## src/rtl/muldiv_pkg.sv

```systemverilog
package muldiv_pkg;

    typedef enum logic [2:0] {
        OP_MUL_S  = 3'd0,
        OP_MUL_U  = 3'd1,
        OP_DIV_S  = 3'd2,
        OP_DIV_U  = 3'd3,
        OP_SET_HI = 3'd4,
        OP_SET_LO = 3'd5,
        OP_GET_HI = 3'd6,
        OP_GET_LO = 3'd7
    } md_op_e;

endpackage

```

## src/rtl/muldiv_mul.sv

```systemverilog
module muldiv_mul #(
    parameter int XLEN = 32
) (
    input  logic [XLEN-1:0]   mul_a,
    input  logic [XLEN-1:0]   mul_b,
    input  logic              mul_signed,
    output logic [2*XLEN-1:0] mul_prod
);
    localparam int PW = 2 * XLEN;

    logic           a_ext;
    logic           b_ext;
    logic [PW-1:0]  a_wide;
    logic [PW-1:0]  b_wide;

    // Extending both operands to full product width makes the low PW bits
    // of the product correct for signed and unsigned operands alike.
    always_comb begin
        a_ext    = mul_signed & mul_a[XLEN-1];
        b_ext    = mul_signed & mul_b[XLEN-1];
        a_wide   = {{XLEN{a_ext}}, mul_a};
        b_wide   = {{XLEN{b_ext}}, mul_b};
        mul_prod = a_wide * b_wide;
    end

endmodule

```

## src/rtl/muldiv_div_step.sv

```systemverilog
module muldiv_div_step #(
    parameter int XLEN = 32
) (
    input  logic [XLEN-1:0] part_rem,
    input  logic [XLEN-1:0] part_quo,
    input  logic [XLEN-1:0] divisor,
    output logic [XLEN-1:0] next_rem,
    output logic [XLEN-1:0] next_quo
);
    logic [XLEN:0] shifted;
    logic [XLEN:0] trial;
    logic          fits;

    always_comb begin
        shifted  = {part_rem, part_quo[XLEN-1]};
        trial    = shifted - {1'b0, divisor};
        fits     = ~trial[XLEN];
        next_rem = fits ? trial[XLEN-1:0] : shifted[XLEN-1:0];
        next_quo = {part_quo[XLEN-2:0], fits};
    end

endmodule

```

## src/rtl/muldiv_div_fix.sv

```systemverilog
module muldiv_div_fix #(
    parameter int XLEN = 32
) (
    input  logic [XLEN-1:0] mag_quo,
    input  logic [XLEN-1:0] mag_rem,
    input  logic            flip_quo,
    input  logic            flip_rem,
    input  logic            by_zero,
    input  logic [XLEN-1:0] dividend,
    output logic [XLEN-1:0] fin_quo,
    output logic [XLEN-1:0] fin_rem
);
    always_comb begin
        if (by_zero) begin
            fin_quo = '1;
            fin_rem = dividend;
        end else begin
            fin_quo = flip_quo ? (~mag_quo + 1'b1) : mag_quo;
            fin_rem = flip_rem ? (~mag_rem + 1'b1) : mag_rem;
        end
    end

endmodule

```

## src/rtl/muldiv_unit.sv

```systemverilog
module muldiv_unit #(
    parameter int XLEN = 32
) (
    input  logic            clk,
    input  logic            rst_n,
    input  logic            op_valid,
    input  logic [2:0]      op_code,
    input  logic [XLEN-1:0] op_a,
    input  logic [XLEN-1:0] op_b,
    output logic            op_ready,
    output logic            busy,
    output logic            rd_valid,
    output logic [XLEN-1:0] rd_data
);
    import muldiv_pkg::*;

    localparam int CNT_W = $clog2(XLEN + 1);

    typedef struct packed {
        logic [XLEN-1:0]  hi;
        logic [XLEN-1:0]  lo;
        logic [XLEN-1:0]  rem;
        logic [XLEN-1:0]  quo;
        logic [XLEN-1:0]  dvs;
        logic [XLEN-1:0]  dvd;
        logic [CNT_W-1:0] cnt;
        logic             busy;
        logic             neg_q;
        logic             neg_r;
        logic             dz;
        logic             rd_valid;
        logic [XLEN-1:0]  rd_data;
    } md_state_t;

    md_state_t s_d, s_q;

    md_op_e            op_e;
    logic [2*XLEN-1:0] prod;
    logic [XLEN-1:0]   step_rem, step_quo;
    logic [XLEN-1:0]   fin_quo, fin_rem;
    logic              neg_a, neg_b;
    logic [XLEN-1:0]   mag_a, mag_b;

    assign op_e = md_op_e'(op_code);

    muldiv_mul #(.XLEN(XLEN)) u_mul (
        .mul_a      (op_a),
        .mul_b      (op_b),
        .mul_signed (op_e == OP_MUL_S),
        .mul_prod   (prod)
    );

    muldiv_div_step #(.XLEN(XLEN)) u_step (
        .part_rem (s_q.rem),
        .part_quo (s_q.quo),
        .divisor  (s_q.dvs),
        .next_rem (step_rem),
        .next_quo (step_quo)
    );

    muldiv_div_fix #(.XLEN(XLEN)) u_fix (
        .mag_quo  (step_quo),
        .mag_rem  (step_rem),
        .flip_quo (s_q.neg_q),
        .flip_rem (s_q.neg_r),
        .by_zero  (s_q.dz),
        .dividend (s_q.dvd),
        .fin_quo  (fin_quo),
        .fin_rem  (fin_rem)
    );

    always_comb begin
        neg_a = (op_e == OP_DIV_S) & op_a[XLEN-1];
        neg_b = (op_e == OP_DIV_S) & op_b[XLEN-1];
        mag_a = neg_a ? (~op_a + 1'b1) : op_a;
        mag_b = neg_b ? (~op_b + 1'b1) : op_b;

        s_d          = s_q;
        s_d.rd_valid = 1'b0;

        if (s_q.busy) begin
            s_d.rem = step_rem;
            s_d.quo = step_quo;
            s_d.cnt = s_q.cnt - 1'b1;
            if (s_q.cnt == CNT_W'(1)) begin
                s_d.busy = 1'b0;
                s_d.lo   = fin_quo;
                s_d.hi   = fin_rem;
            end
        end else if (op_valid) begin
            unique case (op_e)
                OP_MUL_S, OP_MUL_U: begin
                    s_d.hi = prod[2*XLEN-1:XLEN];
                    s_d.lo = prod[XLEN-1:0];
                end
                OP_DIV_S, OP_DIV_U: begin
                    s_d.rem   = '0;
                    s_d.quo   = mag_a;
                    s_d.dvs   = mag_b;
                    s_d.dvd   = op_a;
                    s_d.cnt   = CNT_W'(XLEN);
                    s_d.busy  = 1'b1;
                    s_d.neg_q = neg_a ^ neg_b;
                    s_d.neg_r = neg_a;
                    s_d.dz    = (op_b == '0);
                end
                OP_SET_HI: s_d.hi = op_a;
                OP_SET_LO: s_d.lo = op_a;
                OP_GET_HI: begin
                    s_d.rd_valid = 1'b1;
                    s_d.rd_data  = s_q.hi;
                end
                OP_GET_LO: begin
                    s_d.rd_valid = 1'b1;
                    s_d.rd_data  = s_q.lo;
                end
                default: ;
            endcase
        end
    end

    always_ff @(posedge clk) begin
        if (!rst_n) begin
            s_q <= '0;
        end else begin
            s_q <= s_d;
        end
    end

    assign op_ready = ~s_q.busy;
    assign busy     = s_q.busy;
    assign rd_valid = s_q.rd_valid;
    assign rd_data  = s_q.rd_data;

endmodule

```

## config.mk

```make
export PLATFORM = sky130hd
export DESIGN_NAME = muldiv_unit
export DESIGN_NICKNAME = d
export VERILOG_FILES = /design/src/rtl/muldiv_pkg.sv /design/src/rtl/muldiv_mul.sv /design/src/rtl/muldiv_div_step.sv /design/src/rtl/muldiv_div_fix.sv /design/src/rtl/muldiv_unit.sv
export SDC_FILE = /design/constraint.sdc
export NUM_CORES = 2
export LEC_CHECK = 0
export ABC_AREA = 1
export BUFFER_PORTS_ARGS = -buffer_cell sky130_fd_sc_hd__buf_2
export CELL_PAD_IN_SITES_DETAIL_PLACEMENT = 1
export CELL_PAD_IN_SITES_GLOBAL_PLACEMENT = 1
export CORE_ASPECT_RATIO = 2
export CORE_MARGIN = 2
export CORE_UTILIZATION = 45
export CTS_BUF_LIST = sky130_fd_sc_hd__clkbuf_8
export DETAILED_ROUTE_END_ITERATION = 16
export MAX_ROUTING_LAYER = met4
export PLACE_DENSITY_LB_ADDON = 0.1
export SLEW_MARGIN = 20
export SYNTH_ARGS = -nofsm -noshare
export SYNTH_HDL_FRONTEND = slang
export SYNTH_SLANG_ARGS = --single-unit
```

## constraint.sdc

```tcl
create_clock -name clk -period 8.6 [get_ports clk]
set_input_delay 0.86 -clock clk [delete_from_list [all_inputs] [get_ports clk]]
set_output_delay 0.86 -clock clk [all_outputs]
set_load 0.02 [all_outputs]
```

Word-level counts from Yosys, hierarchy flattened
Cells that the tools add are included.
Word-level totals
  output and inout bits: 35
  input port bits: 70
  logic and storage cells: 73
  register bits: 235
Cells by class
  $mul: 1
  bitwise operators: 13
  equal/unequal tests: 9
  reductions and logical operators: 15
  add/sub/neg operators: 6
  muxes and demuxes: 16
Operator list (number)
  $mux W235: 1
  $mux W32: 7
  $mux W138: 1
  $add A32 B1 Y32 const B: 4
  $mux W128: 1
  $not A32 Y32: 4
  $pmux W32 S2: 2
  $pmux W33 S2: 1
  $mul A33 B33 Y64: 1
  $mux W64: 1
  $sub A33 B32 Y33: 1
  $logic_not A32 Y1: 1
  $eq A3 B3 Y1 const B: 4
  $reduce_and A3 Y1: 4
  $mux W7: 1
  $eq A3 B2 Y1 const B: 2
  $eq A6 B1 Y1 const B: 1
  $reduce_bool A2 Y1: 3
  $reduce_bool A3 Y1: 2
  $sub A6 B1 Y6 const B: 1
  $and A1 B1 Y1: 4
  $not A1 Y1: 4
  $reduce_or A2 Y1: 2
  $eq A3 B1 Y1 const B: 1
  other kinds (6): 6

Longest topological paths before layout
  depth after elaboration: 8
  depth in mapped cells: 36
  gate-level depth less buffers: 34

Hierarchy
From an unflattened synthesis, not the netlist that was laid out.
Unflattened totals
  cells, all modules: 8199
  area, all modules: 58265.9 um2
Modules (own cells, without submodules)
  muldiv_mul: instances 1, area an instance 40322.4 um2, cells an instance 5202, seq. area each 0.0 um2
  muldiv_unit: instances 1, area an instance 12002.8 um2, cells an instance 1765, seq. area each 4704.5 um2
  muldiv_div_step: instances 1, area an instance 3390.8 um2, cells an instance 712, seq. area each 0.0 um2
  muldiv_div_fix: instances 1, area an instance 2549.9 um2, cells an instance 520, seq. area each 0.0 um2

Least setup slack after synthesis
Ideal clock, no wire load.
  path kind: input-to-reg
  start: input op_a[31]
  end: register s_q[234] (netlist name)
  stages on the path: 31
  setup time: 0.119 ns
  data arrival time: 8.033 ns
  slack: 0.447 ns
  data required time: 8.481 ns
  path buffers: 2
  cells stage by stage: clkbuf_1 clkbuf_1 nand2_1 nor2_1 fa_1 inv_1 fa_1 inv_1 fa_1 fa_1 inv_1 fa_1 inv_1 fa_1 inv_1 fa_1 fa_1 inv_1 ha_1 a21oi_1 inv_1 a31oi_1 o21ai_0 nand3_1 nand2_1 a211oi_1 nand2_1 nand2_1 nand3_1 a21oi_1 a21oi_1
On the way
  longest elaborated chain between the ends: 5
Ends and longest elaborated chain
  from (decl): line muldiv_unit.sv:8  | input logic [XLEN-1:0] op_a,
  $and A1 B1 Y1: line muldiv_mul.sv:19  | a_ext = mul_signed & mul_a[XLEN-1];
  $mul A33 B33 Y64: line muldiv_mul.sv:23  | mul_prod = a_wide * b_wide;
  $pmux W32 S2 *: line muldiv_unit.sv:91  | unique case (op_e)
  $mux W235 *: line muldiv_unit.sv:90  | end else if (op_valid) begin
  $mux W128 *: line muldiv_unit.sv:81  | if (s_q.busy) begin
  to (signal assigned): line muldiv_unit.sv:124  | s_q <= '0;
  to (signal assigned): line muldiv_unit.sv:126  | s_q <= s_d;
  to (decl): line muldiv_unit.sv:35  | md_state_t s_d, s_q;
Every way passes the cells marked *; elsewhere a longest branch is shown, timed or not. The select of a mux whose other input is x is not followed.
A chain may end at the register's enable or synchronous reset.

Worst setup path after layout
  start: input op_b[16]
  end: register s_q[196] (netlist name)
On the way
  longest elaborated chain between the ends: 4
Ends and longest elaborated chain
  from (decl): line muldiv_unit.sv:9  | input logic [XLEN-1:0] op_b,
  $mul A33 B33 Y64: line muldiv_mul.sv:23
  $pmux W32 S2: line muldiv_unit.sv:91
  $mux W235: line muldiv_unit.sv:90
  $mux W128: line muldiv_unit.sv:81
No other way between the ends. The select of a mux whose other input is x is not followed.

==> results by group <==
Outcome
  – Status: complete, no violations

STA
  – Slew margin rel.: 0.245
  – Final Hold Vio Count: 0
  – Min Tclk post-route: 8.30 ns
  – Skew final: 0.0663 ns
  – RSZ-0062 raised after global routing: false
  – Fmax achieved: 121 MHz
  – Post-route clock period utilization: 0.965
  – Setup TNS: 0 ns
  – Max-slew violations: 0
  – Worst-Margin Slew: 1.13 ns
  – Hold_ws: 0.457 ns
  – Final setup viols: 0

Global route
  – Global-route wire length before repair: 376000 µm
  – Gr usage total: 0.427
  – Initial antenna violation count: 18
  – Vias in the first global route: 59900
  – Grt total ovfl: 0
  – Largest net degree at the start of global routing: 82

Layout
  – Multi-input gate area: 42000 µm²
  – Fraction of layout cells with a size suffix above 1: 0.110
  – Final nets: 9285
  – Fill cells: 15700
  – Synthesis-to-layout area growth: 11.9%
  – Storage cell area: 4710 µm²

Floorplanning
  – Row count: ~180
  – Die area: about 130000 µm²
  – Initial Util: 0.453
  – I/O Pins: approximately 110
  – Core Box Area: between 100000 and 150000 µm²
  – Die Ht: ~500 µm
  – Width of the die: between 200 and 300 µm

Logic synthesis
  – Synthesized flop and latch total: 235
  – Synth area leaders: fa_1, inv_1, nand2_1, dfxtp_1, ha_1
  – Post-Syn Nets: 8975
  – Top cell type's share of synthesized area: 0.405
  – Asr flop ratio synth: 0
  – Mapped Cells: 7529
  – Synth warnings: 0
  – Mapped Avg Cell Area: 7.40 µm²
  – Dominant synthesized flop cell: dfxtp_1
  – Post-synthesis cell type count: 64
  – Seq/Total Area, Yosys: 0.0845
  – Number of flops mapped to enable cells by yosys: 0
  – Mapped Area: around 56000 µm²
  – Yosys top cell by area: fa_1

Clock network
  – Clock transition at path regs: approximately 0.080 ns
  – H-tree levels: 2
  – Max clock buf depth: 3
  – Worst skew pair latency: 0.65 ns
  – CTS Sinks: 235
  – CTS Buf Count: 36
  – CTS root buf: clkbuf_8
  – CTS tree: done

Critical path
  – Crit path largest cell delay: 0.57 ns
  – Critical Path Start Type: input pin
  – WP data required: 9.13 ns
  – Setup CP Type: input pin to register
  – CP max-delay cell: fa_1
  – CP Max Fanout: 11
  – CP arrival: approximately 8.8 ns
  – CP Capture Type: register

Route
  – Routed length per placed instance: 27.2 µm
  – DR pass1 iterations: 5
  – Routed Antenna Nets: 0
  – Overall routed net length: 257000 µm
  – DRT iter0 DRCs: 2916
  – DR vias: 52300
  – Vias per Instance: between 5 and 6
  – DRC: 0

Min path
  – Min-Delay Path Class: register to register

Place
  – IO buf count: 104
  – Detailed placement HPWL: approximately 220000 µm
  – Final GP Congestion: 1.05

Run
  – Max cap viols: 0
[stage by stage]
stage / std cells / util / area [µm²] / worst slack (ns)
after global placement: 9363 / 0.500 / 61400 / -0.419
after floorplan: 7529 / - / 55700 / 0.447
after global routing: 9445 / 0.507 / 62300 / 0.00126
final: 9447 / 0.507 / 62300 / 0.304
after detailed placement: 9363 / 0.500 / 61400 / -0.605
after CTS: 9427 / 0.506 / 62200 / 0.0143
[synthesized netlist by cell type (6+ instances only)]
library cell,number
inv_1,1920
nand2_1,1838
fa_1,1126
nor2_1,361
a21oi_1,317
clkbuf_1,288
o21ai_0,267
ha_1,250
dfxtp_1,235
nand3_1,225
buf_1,102
a31oi_1,71
nor3_1,55
xor2_1,45
o211ai_1,42
nand4_1,35
buf_4,34
a22oi_1,32
xnor2_1,30
o221ai_1,23
or2_2,22
o21bai_1,19
o2111ai_1,17
nand2_2,16
a211oi_1,13
o22ai_1,12
inv_2,11
o31ai_1,11
o21ai_1,10
nand3b_1,9
nor2_2,9
nor4_1,9
a21o_1,7
nand2_4,6
[worst paths after layout]
check                          end  depth (start not counted)  slack [ns]             startpoint
min reg2reg   s_q[77]$_SDFFE_PN0P_                          2        0.46   s_q[77]$_SDFFE_PN0P_
max reg2reg  s_q[233]$_SDFFE_PN0P_                         26        2.36  s_q[138]$_SDFFE_PN0P_
max          s_q[196]$_SDFFE_PN0P_                         33        0.30               op_b[16]
min           s_q[77]$_SDFFE_PN0P_                          2        0.46   s_q[77]$_SDFFE_PN0P_
[routing by layer]
layer  share of wire  vias to the layer above  GRT usage
li1                -                    22800          -
met3           0.051                     1197     0.0766
met2            0.51                     1798      0.746
met1            0.30                    26500      0.368
met4            0.13                        0      0.449
met5               0                        -          -
[layout by cell type, fill, tap and decap left out, drive strengths merged, types with 60 or more instances in the layout]
master / n
nand3: 228
nor2: 370
a31oi: 71
nor3: 60
buf: 701
dfxtp: 235
fa: 1126
inv: 1941
ha: 250
a21oi: 321
o21ai: 280
nand2: 1860
[critical path, delay by kind of cell]
kind | cells | cell delay [ns]
and+or+nand+nor | 9 | 1.27
AOI/OAI and AO/OA | 3 | 0.61
buffers and inverters | 12 | 1.89
adders and majority gates | 9 | 4.14
[final cells by class]
cell class	instances	area share
clock buffer	43	0.00950
sequential	235	0.0756
timing repair buffer	702	0.0894
tap	1564	0.0314
antenna	18	0.000723
clock inverter	21	0.00241
multi-input combinational	4931	0.675
inverter	1933	0.116
[registers in the layout (all words and copies together) (netlist names)]
| name | count |
|---|---|
| s_q | 201 |
| busy | 1 |
| rd_valid | 1 |
| rd_data | 32 |
[cell families after synthesis]
group	share of synthesized area
AND/OR/NAND/NOR	0.190
AO/OA/AOI/OAI	0.0908
buffers and inverters	0.162
XOR/XNOR	0.0118
adder cells (fa/ha/maj)	0.461
flip-flops	0.0845
[timing repair]
item | 4_1_cts | 5_1_grt
hold buffers | 0 | 0
setup endpoints to repair | 0 | 11
gates resized for setup | 0 | 10
setup buffers | 0 | 0
Power is not shown: default switching activity piles up to over one toggle a cycle in this logic, so the estimate is an artifact.
